$ cat src/rtl/prescaled_reload_timer.sv
module prescaled_reload_timer #(
  parameter int CNT_W   = 16,
  parameter int SEL_W   = 3,
  parameter int MAX_SEL = 5,
  parameter int ADDR_W  = 2,
  parameter int DATA_W  = 16
) (
  input  logic              clk,
  input  logic              rst_n,
  input  logic              lf_tick,
  input  logic              freeze_in,
  input  logic              bus_we,
  input  logic [ADDR_W-1:0] bus_addr,
  input  logic [DATA_W-1:0] bus_wdata,
  output logic [DATA_W-1:0] bus_rdata,
  output logic              irq,
  output logic              tick_out,
  output logic              wd_ctl
);
  localparam int PRE_W = (MAX_SEL > 0) ? MAX_SEL : 1;
  localparam logic [ADDR_W-1:0] A_SEL = ADDR_W'(0);
  localparam logic [ADDR_W-1:0] A_PRE = ADDR_W'(1);
  localparam logic [ADDR_W-1:0] A_CTL = ADDR_W'(2);

  logic [SEL_W-1:0] sel_q;
  logic [CNT_W-1:0] preset_q, cnt_q;
  logic [PRE_W-1:0] pre_q, pre_lim;
  logic tc_q, ie_q, wdl_q, frz_q;

  logic wr_sel, wr_pre, wr_ctl, restart, run, tick, uf;

  assign wr_sel  = bus_we && bus_addr == A_SEL;
  assign wr_pre  = bus_we && bus_addr == A_PRE;
  assign wr_ctl  = bus_we && bus_addr == A_CTL;
  assign restart = wr_ctl && bus_wdata[0];

  assign pre_lim = (int'(sel_q) > MAX_SEL) ? '0 : PRE_W'((32'd1 << sel_q) - 32'd1);
  assign run     = lf_tick && !(frz_q && freeze_in);
  assign tick    = run && pre_q >= pre_lim;
  assign uf      = tick && !restart && cnt_q == '0;

  always_ff @(posedge clk or negedge rst_n) begin
    if (!rst_n) begin
      pre_q <= '0;
      cnt_q <= '1;
    end else if (restart) begin
      pre_q <= '0;
      cnt_q <= preset_q;
    end else if (run) begin
      pre_q <= tick ? '0 : pre_q + 1'b1;
      if (tick) cnt_q <= (cnt_q == '0) ? preset_q : cnt_q - 1'b1;
    end
  end

  always_ff @(posedge clk or negedge rst_n) begin
    if (!rst_n) begin
      sel_q    <= '0;
      preset_q <= '1;
      tc_q     <= 1'b0;
      ie_q     <= 1'b0;
      wdl_q    <= 1'b0;
      frz_q    <= 1'b0;
      tick_out <= 1'b0;
    end else begin
      tick_out <= uf;
      if (wr_sel) sel_q <= bus_wdata[SEL_W-1:0];
      if (wr_pre) preset_q <= (bus_wdata[CNT_W-1:0] == '0) ? CNT_W'(1) : bus_wdata[CNT_W-1:0];
      if (wr_ctl) begin
        ie_q  <= bus_wdata[2];
        wdl_q <= bus_wdata[3];
        frz_q <= bus_wdata[4];
      end
      if (uf) tc_q <= 1'b1;
      else if (wr_ctl && bus_wdata[1]) tc_q <= 1'b0;
    end
  end

  assign irq    = tc_q & ie_q;
  assign wd_ctl = wdl_q;

  always_comb begin
    bus_rdata = '0;
    case (bus_addr)
      A_SEL:   bus_rdata[SEL_W-1:0] = sel_q;
      A_PRE:   bus_rdata[CNT_W-1:0] = preset_q;
      A_CTL:   bus_rdata[4:0] = {frz_q, wdl_q, ie_q, tc_q, 1'b0};
      default: bus_rdata = '0;
    endcase
  end
endmodule


$ cat config.mk
export PLATFORM = sky130hd
export DESIGN_NAME = prescaled_reload_timer
export DESIGN_NICKNAME = d
export VERILOG_FILES = /design/src/rtl/prescaled_reload_timer.sv
export SDC_FILE = /design/constraint.sdc
export NUM_CORES = 1
export LEC_CHECK = 0
export ABC_AREA = 1
export CORE_MARGIN = 5
export CORE_UTILIZATION = 25
export CTS_BUF_LIST = sky130_fd_sc_hd__clkbuf_8
export DETAILED_ROUTE_END_ITERATION = 12
export GPL_ROUTABILITY_DRIVEN = 1
export SLEW_MARGIN = 40
export SYNTH_ARGS = -nofsm -noshare
export SYNTH_HDL_FRONTEND = slang
export SYNTH_SLANG_ARGS = --single-unit
$ cat constraint.sdc
create_clock -name clk -period 4.6 [get_ports clk]
set_input_delay 0.92 -clock clk [delete_from_list [all_inputs] [get_ports clk]]
set_output_delay 0.92 -clock clk [all_outputs]
set_load 0.02 [all_outputs]
==> results.md <==
- Status: finished clean
- Fin. max-slew vios: 0
- Core Area: 0.0120 mm^2
- Delay-heaviest family, CP: buffers and inverters
- CTS tree: yes
- Synth Warn #: 0
- CTS sink cnt: 45
- Vias per cell: 4.50
- Hold_sp: cnt_q[6]
- Row cnt: 40
- Min-Delay Endpoint: cnt_q[6]
- Yosys reg bits: 45
- RR Startpoint: sel_q[1]
- Setup TNS: 0 ns
- Ys async rst share: 100%
- Num CTS Buffers: 5
- Num ports: 42
- Synth area leader: dfstp_2
- Largest net degree at the start of global routing: 46
- Worst Tran Pin Value: 0.667 ns
- # diodes: 0
- DR iter-0 viols: 93
- Cell Area, Synth: 0.00303 mm^2
- Count leader, synth: nand2_1
- Starting Density: 25.3%
- FF-to-FF path depth: 15
- IO buf count: 41
- Unique masters post-synth: 30
- First-pass DRT Iterations: 4
- Area contributors post-synth: dfstp_2 28%, nand2_1 16%, dfrtp_1 11%, inv_1 9.4%, nand3_1 7.9%
- Switching Fraction: 41.3%
- Initial antenna violation count: 0
- Filler cell count in the final layout: 1277
- Root buf cell: clkbuf_8
- Seq pwr share: 39.7%
- Worst slack at placement: 0.696 ns
- Remaining Overflow, GRT: 0
- Final min period: 3.90 ns
- Vias in the first global route: 2778
- Hold Vio Cnt, Final: 0
- DRC: 0
- Placed cell areas: 0.00353 mm^2
- Critical path's largest stage delay: 0.59 ns
- Worst path arrival time: 2.98 ns
- Final setup margin: 0.701 ns
- Post-synthesis net count: 468
- Via count: 2770
- Comb power frac: 42.1%
- HPWL Detailed: 5740 um
- Crit path capture type: primary output
- Int Pwr: 0.00102 W
- Total die area: 0.0144 mm^2
- Final setup viols: 0
- Met1 WL: 3480 um
- Net switching power: 0.000714 W
- Number of synthesized flops with an enable pin: 0
- Tot Pwr: 0.00173 W
- Top routing layer in use: met4
- Reg-to-Reg End: cnt_q[11]
- Sequential share of the synthesized area: 38.5%
- Routed len/inst: 12.1 um
- Synth top cells by count: 133 x nand2_1, 76 x inv_1, 48 x nand3_1
- Clk_lat worst skew: 0.30 ns
- Postcts setup bufs: 0
- Total GRT Usage: 10.6%
- Synth Flop Type: dfstp_2
- Gpl congestion: 0.847
- Worst Setup SP: bus_addr[1]
- Hold_buf cts: 0
- WP depth: 8
- Design area: 0.00366 mm^2
- Max cap viols: 0
- Slew margin rel.: 55.5%
- P per Cell Area: 473 mW/mm^2
- Nets@finish: 503
- CTS H-tree depth: 2
- Die width: 120 um
- Reg2Reg Setup Slack: 1.86 ns
- CP Cell Sequence: clkdlybuf4s50_1 > inv_1 > ha_1 > nand2_1 > nand3_1 > nand2_1 > inv_1 > clkdlybuf4s50_1
- Share of layout cells above drive strength 1: 12.4%
- Post-Synthesis Cells: 432
- HP Class: reg -> reg
- Die H: 120 um
- Setup Skew: 0.0130 ns
- Fmax: 256 MHz
- WHS Path Cells: 2
- Crit path launch type: input pin
- Unrepaired setup endpoints after global routing: false
- Crit path max fanout: 17
- Met2 routed WL: 3610 um
- Crit-path slowest cell: ha_1
- Final ANT Viol Nets: 0
- Worst path bufs/invs: 4
- Clock-pin slew on the worst setup and hold paths: 0.09 ns
- Final worst-path cycle share: 84.8%
- VDD IR max: 0.168 mV
- Clock Power Share: 18.3%
- CP required: 3.68 ns
- LEAKAGE: 1.83 nW
- WS Path Type: in -> out
- CTS max path bufs: 2
- Synth-to-Final Area Change: 20.8%
- Metal3 WL: 250 um
- Routed wire length: 7420 um
- Post-CTS Resized: 0
- Synth top area share: 27.8%
- Avg Cell Area, Syn: 7.01 um^2
- Global-route wire length before repair: 12800 um
==> power groups by stage <==
stage | Combinational (W) | Clock, W | Sequential (W)
after global placement | 0.000703 | 0 | 0.000687
after floorplan | 0.000570 | 0 | 0.000657
after global routing | 0.000842 | 0.000339 | 0.000703
after CTS | 0.000734 | 0.000324 | 0.000686
final | 0.000728 | 0.000316 | 0.000686
after detailed placement | 0.000728 | 0 | 0.000692
==> layout by cell type, fill, tap and decap left out <==
master	instances
nand2_1	132
inv_1	76
nand3_1	48
clkdlybuf4s50_1	40
dfstp_2	32
nor2_1	27
o21ai_0	25
ha_1	13
dfrtp_1	13
nand4_1	10
o21ai_1	8
a21oi_1	6
clkbuf_8	6
nor2_4	4
nand3_2	3
nor2_2	3
nand2_2	3
nor3_1	3
xor2_1	3
nand2_4	2
nor4_1	2
a21boi_0	1
inv_2	1
o31ai_2	1
a22oi_1	1
nand3b_1	1
xnor2_1	1
clkinvlp_4	1
bufinv_16	1
buf_4	1
==> worst reg2reg max path, stage by stage (launching register included) <==
cell	delay, ns
dfrtp_1	0.47
inv_1	0.10
nand3_1	0.10
ha_1	0.17
inv_1	0.06
a21oi_1	0.13
o21ai_0	0.10
ha_1	0.30
nand2_1	0.07
nor2_1	0.10
nand2_1	0.06
nand3_1	0.08
nand2_2	0.21
nand2_2	0.46
nand2_1	0.14
o21ai_1	0.14
==> cells by family (layout without fill, tap and decap cells) <==
| kind of cell | after synthesis | after routing | share of synthesized area, % |
|---|---|---|---|
| compound gates | 42 | 42 | 7.36 |
| xor+xnor | 4 | 4 | 1.16 |
| simple gates | 238 | 238 | 35.3 |
| flops | 45 | 45 | 38.5 |
| fa+ha+maj | 13 | 13 | 5.37 |
| buf+inv | 90 | 126 | 12.3 |
==> flip-flops by register name, summed over array words and instances, names as in the netlist <==
register and flops:
wd_ctl 1, sel_q 3, tick_out 1, frz_q 1, preset_q 16, pre_q 5
cnt_q 16, ie_q 1, tc_q 1
==> how the worst max path moves through the flow <==
stage               endpoint  slack (ns)
2_1_floorplan  bus_rdata[10]        1.85
3_3_place_gp    bus_rdata[2]        0.78
3_5_place_dp    bus_rdata[2]        0.70
4_1_cts         bus_rdata[2]        0.69
5_1_grt         bus_rdata[4]        0.53
6_report        bus_rdata[2]        0.70
==> layout make-up <==
| type | count | area [um^2] | area share (%) |
|---|---|---|---|
| multi-input combinational | 297 | 1490 | 40.7 |
| sequential | 45 | 1170 | 31.9 |
| timing repair buffer | 41 | 408 | 11.2 |
| inverter | 77 | 289 | 7.90 |
| tap | 147 | 184 | 5.03 |
| clock buffer | 6 | 82.6 | 2.26 |
| clock inverter | 2 | 37.5 | 1.03 |
==> metrics by stage <==
stage / hold WS (ns) / utilization (%) / cells
after global placement: 0.471 / 29.5 / 607
after detailed placement: 0.475 / 29.6 / 607
final: 0.484 / 30.6 / 615
after CTS: 0.487 / 30.6 / 615
after global routing: 0.505 / 30.6 / 615
after floorplan: 0.449 / - / 432
==> layer usage <==
| layer | GRT usage, % | up-vias |
|---|---|---|
| met5 | 0 | - |
| met4 | 2.22 | 0 |
| met3 | 1.93 | 7 |
| met2 | 18.8 | 48 |
| met1 | 13.5 | 1289 |
| li1 | - | 1426 |
Note: power is estimated with default switching activity, not from simulation.
